===== config.mk =====
export PLATFORM = sky130hd
export DESIGN_NAME = mdio_master
export DESIGN_NICKNAME = d
export VERILOG_FILES = /design/src/rtl/mdio_pkg.sv /design/src/rtl/mdio_mdc_gen.sv /design/src/rtl/mdio_seq.sv /design/src/rtl/mdio_master.sv
export SDC_FILE = /design/constraint.sdc
export NUM_CORES = 1
export LEC_CHECK = 0
export ABC_AREA = 0
export BUFFER_PORTS_ARGS = -buffer_cell sky130_fd_sc_hd__buf_2
export CORE_MARGIN = 4
export CORE_UTILIZATION = 45
export DETAILED_ROUTE_END_ITERATION = 10
export PLACE_DENSITY = 0.69
export SYNTH_ARGS = -nofsm -noshare
export SYNTH_HDL_FRONTEND = slang
export SYNTH_SLANG_ARGS = --single-unit

===== constraint.sdc =====
create_clock -name clk -period 3 [get_ports clk]
set_clock_uncertainty 0.1 [all_clocks]
set_input_delay 0.45 -clock clk [delete_from_list [all_inputs] [get_ports clk]]
set_output_delay 0.45 -clock clk [all_outputs]
set_load 0.05 [all_outputs]

===== src/rtl/mdio_pkg.sv =====
package mdio_pkg;
    localparam int DATA_W     = 16;
    localparam int ADDR_W     = 5;
    localparam int RANGE_W    = 3;
    localparam int RATIO_W    = 7;
    localparam int FRAME_LEN  = 64;
    localparam int IDX_W      = $clog2(FRAME_LEN);

    localparam int PRE_LAST   = 31;
    localparam int HEAD_LAST  = 45;
    localparam int TURN_LAST  = 47;
    localparam int FRAME_LAST = FRAME_LEN - 1;

    localparam int BUSY_BIT   = 0;
    localparam int WRITE_BIT  = 1;
    localparam int RANGE_LO   = 2;
    localparam int REG_LO     = 6;
    localparam int PHY_LO     = 11;

    typedef enum logic [2:0] {
        ST_IDLE,
        ST_PRE,
        ST_HEAD,
        ST_TURN,
        ST_DATA
    } mdio_state_t;

    function automatic logic [RATIO_W-1:0] mdc_ratio(input logic [RANGE_W-1:0] code);
        logic [RATIO_W-1:0] r;
        unique case (code)
            3'd0:    r = RATIO_W'(16);
            3'd1:    r = RATIO_W'(26);
            3'd2:    r = RATIO_W'(42);
            3'd3:    r = RATIO_W'(62);
            default: r = RATIO_W'(102);
        endcase
        return r;
    endfunction
endpackage


===== src/rtl/mdio_mdc_gen.sv =====
module mdio_mdc_gen #(
    parameter int CNT_W = 7
) (
    input  logic             clk,
    input  logic             rst_n,
    input  logic             start,
    input  logic             run,
    input  logic [CNT_W-1:0] div,
    output logic             mdc,
    output logic             rise_ev,
    output logic             fall_ev
);
    logic [CNT_W-1:0] cnt;
    logic [CNT_W-1:0] half;

    always_comb begin
        half    = div >> 1;
        rise_ev = run && (cnt == half - CNT_W'(1));
        fall_ev = run && (cnt == div - CNT_W'(1));
    end

    always_ff @(posedge clk) begin
        if (!rst_n) begin
            cnt <= '0;
            mdc <= 1'b0;
        end else if (start || !run) begin
            cnt <= '0;
            mdc <= 1'b0;
        end else if (fall_ev) begin
            cnt <= '0;
            mdc <= 1'b0;
        end else begin
            cnt <= cnt + CNT_W'(1);
            if (rise_ev) mdc <= 1'b1;
        end
    end
endmodule


===== src/rtl/mdio_seq.sv =====
module mdio_seq
    import mdio_pkg::*;
(
    input  logic              clk,
    input  logic              rst_n,
    input  logic              start,
    input  logic              st_write,
    input  logic [ADDR_W-1:0] st_phy,
    input  logic [ADDR_W-1:0] st_reg,
    input  logic [DATA_W-1:0] st_wdata,
    input  logic              cur_write,
    input  logic              rise_ev,
    input  logic              fall_ev,
    input  logic              mdio_i,
    output logic              run,
    output logic              done,
    output logic [DATA_W-1:0] rdata,
    output logic              mdio_o,
    output logic              mdio_oe,
    output mdio_state_t       state
);
    mdio_state_t              state_nx;
    logic [IDX_W-1:0]         idx;
    logic [FRAME_LEN-1:0]     tx_sr;
    logic [DATA_W-1:0]        rx_sr;
    logic [FRAME_LEN-1:0]     frame;

    // state register
    always_ff @(posedge clk) begin
        if (!rst_n) state <= ST_IDLE;
        else        state <= state_nx;
    end

    // transitions, all taken at the end of a bit
    always_comb begin
        state_nx = state;
        unique case (state)
            ST_IDLE: if (start) state_nx = ST_PRE;
            ST_PRE:  if (fall_ev && idx == IDX_W'(PRE_LAST))   state_nx = ST_HEAD;
            ST_HEAD: if (fall_ev && idx == IDX_W'(HEAD_LAST))  state_nx = ST_TURN;
            ST_TURN: if (fall_ev && idx == IDX_W'(TURN_LAST))  state_nx = ST_DATA;
            ST_DATA: if (fall_ev && idx == IDX_W'(FRAME_LAST)) state_nx = ST_IDLE;
            default: state_nx = ST_IDLE;
        endcase
    end

    always_comb begin
        frame = {{32{1'b1}}, 2'b01,
                 st_write ? 2'b01 : 2'b10,
                 st_phy, st_reg,
                 st_write ? 2'b10 : 2'b11,
                 st_write ? st_wdata : {DATA_W{1'b1}}};
        run   = (state != ST_IDLE);
        done  = (state == ST_DATA) && fall_ev && (idx == IDX_W'(FRAME_LAST));
        rdata = rx_sr;
    end

    // outputs: bit shifter, enable, read capture
    always_ff @(posedge clk) begin
        if (!rst_n) begin
            idx     <= '0;
            tx_sr   <= '0;
            rx_sr   <= '0;
            mdio_oe <= 1'b0;
        end else if (state == ST_IDLE) begin
            if (start) begin
                idx     <= '0;
                tx_sr   <= frame;
                mdio_oe <= 1'b1;
            end
        end else begin
            if (fall_ev) begin
                idx   <= idx + IDX_W'(1);
                tx_sr <= tx_sr << 1;
                if (state == ST_HEAD && idx == IDX_W'(HEAD_LAST) && !cur_write)
                    mdio_oe <= 1'b0;
                if (done)
                    mdio_oe <= 1'b0;
            end
            if (rise_ev && state == ST_DATA)
                rx_sr <= {rx_sr[DATA_W-2:0], mdio_i};
        end
    end

    assign mdio_o = tx_sr[FRAME_LEN-1];
endmodule


===== src/rtl/mdio_master.sv =====
module mdio_master
    import mdio_pkg::*;
(
    input  logic              clk,
    input  logic              rst_n,
    input  logic              reg_wr,
    input  logic              reg_sel,
    input  logic [DATA_W-1:0] reg_wdata,
    output logic [DATA_W-1:0] ctrl_q,
    output logic [DATA_W-1:0] data_q,
    output logic              mdc,
    output logic              mdio_o,
    output logic              mdio_oe,
    input  logic              mdio_i
);
    logic [DATA_W-1:0]  ctrl_r;
    logic [DATA_W-1:0]  data_r;
    logic               busy;
    logic               accept;
    logic               start;
    logic               run;
    logic               done;
    logic               rise_ev;
    logic               fall_ev;
    logic [DATA_W-1:0]  rdata;
    logic [RATIO_W-1:0] div;
    mdio_state_t        seq_state;

    always_comb begin
        busy   = ctrl_r[BUSY_BIT];
        accept = reg_wr && !busy;
        start  = accept && reg_sel && reg_wdata[BUSY_BIT];
        div    = mdc_ratio(ctrl_r[RANGE_LO +: RANGE_W]);
    end

    always_ff @(posedge clk) begin
        if (!rst_n) begin
            ctrl_r <= '0;
            data_r <= '0;
        end else begin
            if (accept) begin
                if (reg_sel) ctrl_r <= reg_wdata;
                else         data_r <= reg_wdata;
            end
            if (done) begin
                ctrl_r[BUSY_BIT] <= 1'b0;
                if (!ctrl_r[WRITE_BIT]) data_r <= rdata;
            end
        end
    end

    mdio_mdc_gen #(.CNT_W(RATIO_W)) u_clk (
        .clk     (clk),
        .rst_n   (rst_n),
        .start   (start),
        .run     (run),
        .div     (div),
        .mdc     (mdc),
        .rise_ev (rise_ev),
        .fall_ev (fall_ev)
    );

    mdio_seq u_seq (
        .clk       (clk),
        .rst_n     (rst_n),
        .start     (start),
        .st_write  (reg_wdata[WRITE_BIT]),
        .st_phy    (reg_wdata[PHY_LO +: ADDR_W]),
        .st_reg    (reg_wdata[REG_LO +: ADDR_W]),
        .st_wdata  (data_r),
        .cur_write (ctrl_r[WRITE_BIT]),
        .rise_ev   (rise_ev),
        .fall_ev   (fall_ev),
        .mdio_i    (mdio_i),
        .run       (run),
        .done      (done),
        .rdata     (rdata),
        .mdio_o    (mdio_o),
        .mdio_oe   (mdio_oe),
        .state     (seq_state)
    );

    assign ctrl_q = ctrl_r;
    assign data_q = data_r;
endmodule


; After elaboration in Yosys (flattened, before gate mapping)
; Index checks and enable logic that the tools add are counted.
[op_classes]
add_sub_neg = 4
eq_ne = 18
mux = 25
bitwise = 2
n_reduce_logical = 30
[ops]
columns = operator, count
row1 = 2-to-1 mux 64 bit, 3
row2 = 2-to-1 mux 16 bit, 5
row3 = one-hot mux 7 bit (4 select lines), 1
row4 = equality test 6 bit (second input constant), 3
row5 = 2-to-1 mux 6 bit, 3
row6 = 2-to-1 mux 3 bit, 5
row7 = one-hot mux 3 bit (5 select lines), 1
row8 = equality test 7 bit, 2
row9 = logical AND 1 bit, 14
row10 = equality test 3 x 2 -> 1 bit (second input constant), 4
row11 = != test 2 x 1 -> 1 bit (second input constant), 4
row12 = adder 7 x 1 -> 7 bit (second input constant), 1
row13 = subtractor 6 x 1 -> 7 bit (second input constant), 1
row14 = subtractor 7 x 1 -> 7 bit (second input constant), 1
row15 = adder 6 x 1 -> 6 bit (second input constant), 1
row16 = equality test 3 x 1 -> 1 bit (second input constant), 2
row17 = equality test 6 x 5 -> 1 bit (second input constant), 1
row18 = zero test 3 bit, 2
row19 = 2-to-1 mux 1 bit, 6
row20 = AND reduction 2 bit, 3
row21 = nonzero test 3 bit, 2
row22 = AND reduction 5 bit, 1
row23 = equality test 3 bit (second input constant), 1
row24 = zero test 1 bit, 3
row25 = other kinds (8), 9
[totals]
reg_bits = 130
inputBits = 21
output_inout_bits = 35
elab_cells = 89

; Logic depth before layout (Yosys ltp)
; Gate-level depths: netlist of run 1.
[depth]
word_depth = 10
ltp_mapped = 10
ltp_nobuf = 7

; Hierarchy
; From an unflattened synthesis of run 1, not the netlist that was laid out.
[hier_totals]
hier_cells = 670
hier_area_um2 = 6099.6
[modules_own_cells]
columns = module, instances, cells_each, area_per_inst_um2
row1 = mdio_seq, 1, 412, 3995.1
row2 = mdio_master, 1, 170, 1361.3
row3 = mdio_mdc_gen, 1, 88, 743.2

; Worst setup path before layout of run 1
; OpenSTA, ideal clock, no wires.
[synth_timing]
path_type = flip-flop to flip-flop
start = register ctrl_r[4] (netlist: ctrl_q[4])
end = register u_seq.tx_sr[11]
setup_time_ns = 0.072
arrival_time_ns = 2.897
t_required_ns = 2.828
path_slack_ns = -0.069
path_stages_with_launch = 11
synth_period_minus_slack_ns = 3.069
path_cell_list = dfxtp_1 buf_2 nor3_1 ha_1 and2_1 or3_1 and4_1 buf_2 a21oi_2 buf_4 mux2i_1
[synth_via]
elab_chain_len = 7
elab_cells_between_ends = 10
[synth_rtl]
columns = item, line
row1 = "start, declared", mdio_master.sv:16  ; logic [DATA_W-1:0] ctrl_r;
row2 = "start signal, assigned", mdio_master.sv:42  ; if (reg_sel) ctrl_r <= reg_wdata;
row3 = "equality test 3 x 2 -> 1 bit, or another cell as far along", mdio_pkg.sv:30  ; unique case (code)
row4 = one-hot mux 7 bit (4 select lines) *, mdio_pkg.sv:30
row5 = subtractor 7 x 1 -> 7 bit *, mdio_mdc_gen.sv:19  ; fall_ev = run && (cnt == div - CNT_W'(1));
row6 = equality test 7 bit *, mdio_mdc_gen.sv:19
row7 = logical AND 1 bit *, mdio_mdc_gen.sv:19
row8 = nonzero test 2 bit (no source line) *, -
row9 = AND reduction 2 bit (no source line) *, -
row10 = "end signal, assigned", mdio_seq.sv:68  ; tx_sr <= frame;
row11 = "end signal, assigned", mdio_seq.sv:74  ; tx_sr <= tx_sr << 1;
row12 = "end, declared", mdio_seq.sv:24  ; logic [FRAME_LEN-1:0] tx_sr;
; Mark *: on every way between the ends. The rest lies on a longest branch, timed or not.
; A chain may end at the register's enable or synchronous reset.

; Worst setup path in the final report of run 1
[layout_timing]
start = register ctrl_r[3] (netlist: ctrl_q[3])
end = register u_seq.tx_sr[61]
; The elaborated chain is that of the path after synthesis.

==> results of run 1 <==
==> power breakdown <==
part           internal, uW  switching (uW)  total (uW)
clock                  1420             739        2160
combinational           166             325         490
sequential             1800            46.7        1850
total                  3390            1110        4500
==> routing by layer <==
metal	global-route usage, %	wire, um	up-vias
met3	5.535	980	25
met5	0	0	-
met2	33.47	7167	158
met4	7.128	304	0
li1	-	-	2515
met1	26.89	6835	2549
==> cell families (layout without fill, tap and decap cells) <==
| family | count (synthesis) | after routing |
|---|---|---|
| xor+xnor | 15 | 15 |
| fa+ha+maj | 4 | 4 |
| compound gates | 152 | 152 |
| simple gates | 235 | 235 |
| flops | 130 | 130 |
| buf+inv | 79 | 118 |
| mux | 50 | 50 |
==> cells in the final DEF, fill, tap and decap left out, types with 10 or more instances in the layout <==
cell type  netlist  routed
a211oi_1        29      29
a21oi_1         26      26
a311oi_1        11      11
buf_2           14      55
buf_4            2      21
clkbuf_16        0      17
dfxtp_1        130     129
mux2i_1         50      50
nand2_1         93      93
nand3b_1        18      18
nor2_1          20      18
nor4_1          17      17
o211ai_1        19      19
o21ai_0         10      10
o311a_1         32      32
or3_1           38      38
xnor2_1         12      12
==> state kept, by name, summed over array words and instances (netlist names) <==
| name | cells |
|---|---|
| u_clk.mdc | 1 |
| u_seq.idx | 6 |
| u_clk.cnt | 7 |
| u_seq.tx_sr | 64 |
| u_seq.state | 3 |
| data_q | 16 |
| u_seq.rdata | 16 |
| u_seq.mdio_oe | 1 |
| ctrl_q | 16 |
==> critical path, stage by stage, from the launching register on <==
cell	delay, ps
dfxtp_1	380
a21oi_1	100
ha_1	250
and2_1	190
or3_1	360
nand4_1	230
buf_4	180
buf_6	210
nor2_2	70
buf_4	210
o311a_1	350
==> stage by stage <==
stage / instances / area [um^2]
finish: 876 / 7041
floorplan: 665 / 6008
global placement: 845 / 6402
global route: 876 / 7041
detailed placement: 845 / 6402
CTS: 876 / 7020
==> timing repair <==
item                                    in CTS  in global routing
gates resized for setup                      0                  4
endpoints found under the hold margin        0                  0
endpoints found under the setup margin       0                 50
==> cell type report <==
type / instances / area [um^2] / area share, %
clock buffer: 21 / 460.4 / 6.540
clock inverter: 10 / 157.7 / 2.239
inverter: 9 / 33.78 / 0.4798
multi-input combinational: 456 / 3105 / 44.11
sequential: 130 / 2604 / 36.98
tap: 172 / 215.2 / 3.057
timing repair buffer: 78 / 464.2 / 6.593
==> how the worst max path moves through the flow <==
stage	from	endpoint	slack, ps	depth (start not counted)
finish	ctrl_q[3]	u_seq.tx_sr[61]	220	10
global route	ctrl_q[3]	u_seq.tx_sr[61]	30	10
CTS	ctrl_q[3]	u_seq.tx_sr[1]	140	7
detailed placement	ctrl_q[3]	u_seq.tx_sr[9]	160	7
global placement	ctrl_q[2]	u_seq.tx_sr[10]	240	7
floorplan	ctrl_q[3]	u_seq.tx_sr[11]	40	10
==> impl_metrics.toml, run 1 <==
[cells_and_area]
final_core_util_pct = 54.90
syn2layout_area_growth_pct = 17.20
antenna_cells = 0
n_fill_cell = 1159
fin_nets = 717
drive_gt1_share_pct = 17.90

[clocking]
cts-htree-levels = 4
cts-root-buf = "clkbuf_16"
clk_pin_slew_worst_paths_ps = 50
cts_buffers = 17
postCtsSetupRepairBufs = 0
insertion_delay_ps = 410
clock-sinks = 130
cts_tree = "done"
cts_buffer_depth = 2
cts_hold_buf = 0

[floorplan]
rows = 41
fp.coreArea_um2 = 12820
die_area_um2 = 15260
die_w_um = 123.5
die_h_um = 123.5
ioPinCount = 56
initial_utilization_pct = 46.84

[worst_setup_path]
cp-start-kind = "flip-flop"
rr_endpoint = "u_seq.tx_sr[61]"
crit_type = "flip-flop to flip-flop"
r2r_cells = 10
required_ps = 3190
r2r-start = "ctrl_q[3]"
arrival_ps = 2970
crit_fanout = 30
ff2ff_setup_slack_ps = 220
endpoint_kind = "flip-flop"

[global_routing]
grt_max_degree = 62
grt_pass1_vias = 4935
gr-usage-all-layers_pct = 20.75
grt.overflow.total = 0
antenna_found_initial = 0
grt_pass1_wl_um = 24780

[logic_synthesis]
syn-num-nets = 690
synth_most_common_cell = "dfxtp_1"
ys_seq_area_share_pct = 43.32
synth_mux_area_share_pct = 8.332
synth_top_area_share_pct = 43.32
synth_area_per_cell_um2 = 9.033
synth-edff-count = 0
synthXorXnorAreaFrac_pct = 2.187
synth-simple-area-share_pct = 20.33
yosys_warnings = 0
yosys.area.top_type = "dfxtp_1"
synth-compound-area-share_pct = 19.35
synth_fa_ha_area_share_pct = 0.8332
synthCells = 665
async_reset_ff_share_pct = 0
synthTopCellsByArea = "dfxtp_1 43%, mux2i_1 8.3%, nand2_1 5.8%, o311a_1 5.3%, or3_1 4.0%"
synthDistinctLibCells = 55
synth_seq_cells = 130
synth_top_family_by_area = "simple AND/OR/NAND/NOR gates"
syn-cell-area_um2 = 6007
ys.flop_type = "dfxtp_1"
yosys-top-cells-count = "130 x dfxtp_1, 93 x nand2_1, 50 x mux2i_1"

[place]
dp_slack_ps = 163.6
port_buffers = 55
dp_hpwl_um = 9994
place_congestion = 0.8780

[pwr]
p_total_uw = 4502
ir_drop_v = 0.0004621
p_leak_uw = 0.002714
pwr_density_cell_nw_per_um2 = 639.4

[worst_hold_path]
hold_class = "primary input to flip-flop"
hold_end = "u_seq.rdata[0]"
holdPathStages = 3
hp-start = "mdio_i"

[route]
drc_errors = 0
wl_um = 15290
drtAntennaViolNets = 0
dr.pass1.iters = 5
vias_per_cell = 5.990
drtIter0Drc = 482
wire_per_inst_um = 17.45
vias = 5247

[sta]
worst_slew_pin_slew_ps = 659.5
fin_crit_sh_pct = 92.64
hold_ws_ps = 202.7
slew_violations = 0
finalSetupViolCount = 0
hold_viol = 0
rsz0062_at_grt = "false"
relSlewSlack_pct = 55.94
layout_min_cycle_time_ps = 2779
finalWorstSetupSlack_ps = 220.8
max_freq_mhz = 359.8
setup_tns_ps = 0

[flow_run]
cap_viol_max_count = 0

[status]
status = "finished clean"
Power figures use the tool's default switching activity.
==> run 2, diff against run 1 <==
--- a/config.mk
+++ b/config.mk
@@ -6,7 +6,7 @@
 export NUM_CORES = 1
 export LEC_CHECK = 0
 export ABC_AREA = 0
-export BUFFER_PORTS_ARGS = -buffer_cell sky130_fd_sc_hd__buf_2
+export BUFFER_PORTS_ARGS = -buffer_cell sky130_fd_sc_hd__clkbuf_2
 export CORE_MARGIN = 4
 export CORE_UTILIZATION = 45
 export DETAILED_ROUTE_END_ITERATION = 10
==> impl_metrics.toml, run 2 (synthesized netlist as in run 1, its figures left out) <==
[floorplan]
initial_utilization_pct = 46.84
die_area_um2 = 15260
fp.coreArea_um2 = 12820
die_w_um = 123.5
die_h_um = 123.5
rows = 41
ioPinCount = 56

[worst_hold_path]
hold_end = "u_seq.rdata[0]"
hold_class = "primary input to flip-flop"
holdPathStages = 3
hp-start = "mdio_i"

[place]
dp_hpwl_um = 9992
place_congestion = 0.8682
numPlacedInstances = 845
port_buffers = 55

[pwr]
p_total_uw = 4402
p_switching_uw = 1088
swShare_pct = 24.71
pwr-share-seq_pct = 42.0
p_leak_uw = 0.002692
clockPowerShare_pct = 46.8
p_comb_share_pct = 11.2
intPower_uw = 3314
ir_drop_v = 0.0004176
pwr_density_cell_nw_per_um2 = 626.5

[status]
status = "finished clean"

[route]
drtIter0Drc = 355
drtAntennaViolNets = 0
dr.pass1.iters = 6
wire_per_inst_um = 17.16
wl_um = 15030
vias_per_cell = 5.922
drc_errors = 0
vias = 5188

[worst_setup_path]
crit_family = "simple AND/OR/NAND/NOR gates"
critPathMaxStageDelay_ps = 500
rr_endpoint = "data_q[8]"
required_ps = 3220
cp.buffers_inverters = 1
cp_slowest_cell = "or3_4"
endpoint_kind = "flip-flop"
r2r-start = "ctrl_q[2]"
r2r_cells = 8
cp-start-kind = "flip-flop"
crit_chain = "nor3_1 > ha_1 > xor2_1 > and3_1 > nand4_1 > buf_12 > or3_4 > a211oi_1"
arrival_ps = 2970
crit_fanout = 47
ff2ff_setup_slack_ps = 260
crit_type = "flip-flop to flip-flop"

[global_routing]
grt_pass1_wl_um = 24550
gr-usage-all-layers_pct = 20.54
antenna_found_initial = 0
grt_max_degree = 80
grt.overflow.total = 0
grt_pass1_vias = 4850

[flow_run]
cap_viol_max_count = 0

[cells_and_area]
fin_nets = 717
instances_no_fill = 876
antenna_cells = 0
largest_reg_flops = 64
final_core_util_pct = 54.79
layout_common_cells = "129 x dfxtp_1, 93 x nand2_1, 55 x clkbuf_2, 50 x mux2i_1, 37 x or3_1"
drive_gt1_share_pct = 17.61
regMostFlops = "u_seq.tx_sr"
syn2layout_area_growth_pct = 16.98
layout.cells.most_common = "dfxtp_1"

[clocking]
cts-root-buf = "clkbuf_16"
insertion_delay_ps = 420
cts_buffer_depth = 2
cts-htree-levels = 4
clk_pin_slew_worst_paths_ps = 50
cts_tree = "done"
cts_buffers = 17
clock-sinks = 130
cts_hold_buf = 0

[sta]
relSlewSlack_pct = 48.09
setup_tns_ps = 0
hold_ws_ps = 169.0
slew_violations = 0
layout_min_cycle_time_ps = 2744
fin_crit_sh_pct = 91.46
hold_viol = 0
rsz0062_at_grt = "false"
finalSetupViolCount = 0
max_freq_mhz = 364.5
worst_slew_pin_slew_ps = 778.6
-- run 2: power by group through the flow --
| stage | clock network (uW) | logic, uW | registers [uW] |
|---|---|---|---|
| 6_report | 2060 | 493 | 1850 |
| 5_1_grt | 2170 | 536 | 1850 |
| 4_1_cts | 2090 | 490 | 1850 |
| 3_5_place_dp | 0 | 486 | 1880 |
| 3_3_place_gp | 0 | 475 | 1880 |
| 2_1_floorplan | 0 | 293 | 1940 |
-- run 2: per-layer routing --
metal,routed length [um],GRT usage [%],part of all wire [%],up-vias
met4,336,9.135,2.2,0
met3,753,3.705,5.0,25
li1,-,-,-,2523
met2,7062,31.46,47,129
met1,6880,28.27,46,2511
met5,0,0,0,-
-- run 2: cell type report --
type / instances / area, um^2
clock buffers: 27 / 523.0
multi-input cells: 456 / 3108
repair buffers: 78 / 473.0
flip-flops and latches: 130 / 2604
clock inverters: 4 / 70.07
fillers: 1168 / 5798
inverters: 9 / 33.78
well taps: 172 / 215.2
-- run 2: worst max path at each step --
stage / from / end / slack (ps) / depth (start not counted)
floorplan: ctrl_q[3] / u_seq.tx_sr[11] / 40 / 10
global placement: ctrl_q[2] / u_seq.tx_sr[11] / 180 / 7
detailed placement: ctrl_q[2] / data_q[8] / 70 / 8
CTS: ctrl_q[2] / u_seq.tx_sr[15] / 40 / 7
global route: ctrl_q[2] / data_q[7] / 30 / 9
finish: ctrl_q[2] / data_q[8] / 260 / 8
-- run 2: repair_timing --
| action | CTS | global route |
|---|---|---|
| setup buffers | 0 | 0 |
| gates resized for setup | 0 | 3 |
| endpoints found under the setup margin | 0 | 36 |
-- run 2: through the flow --
stage | cell area (um^2) | worst slack (ps)
3_3_place_gp | 6415 | 180.0
4_1_cts | 7008 | 37.23
5_1_grt | 7027 | 33.51
6_report | 7027 | 256.3
2_1_floorplan | 6008 | 41.61
3_5_place_dp | 6415 | 74.51
-- run 2: worst register-to-register path, delay by kind of cell (launching register included) --
| kind | cells | cell delay [ps] |
|---|---|---|
| AOI/OAI and AO/OA | 1 | 260 |
| xor gates and xnor gates | 1 | 150 |
| adders and majority gates | 1 | 320 |
| buffers and inverters | 1 | 250 |
| DFF | 1 | 320 |
| and+or+nand+nor | 4 | 1250 |
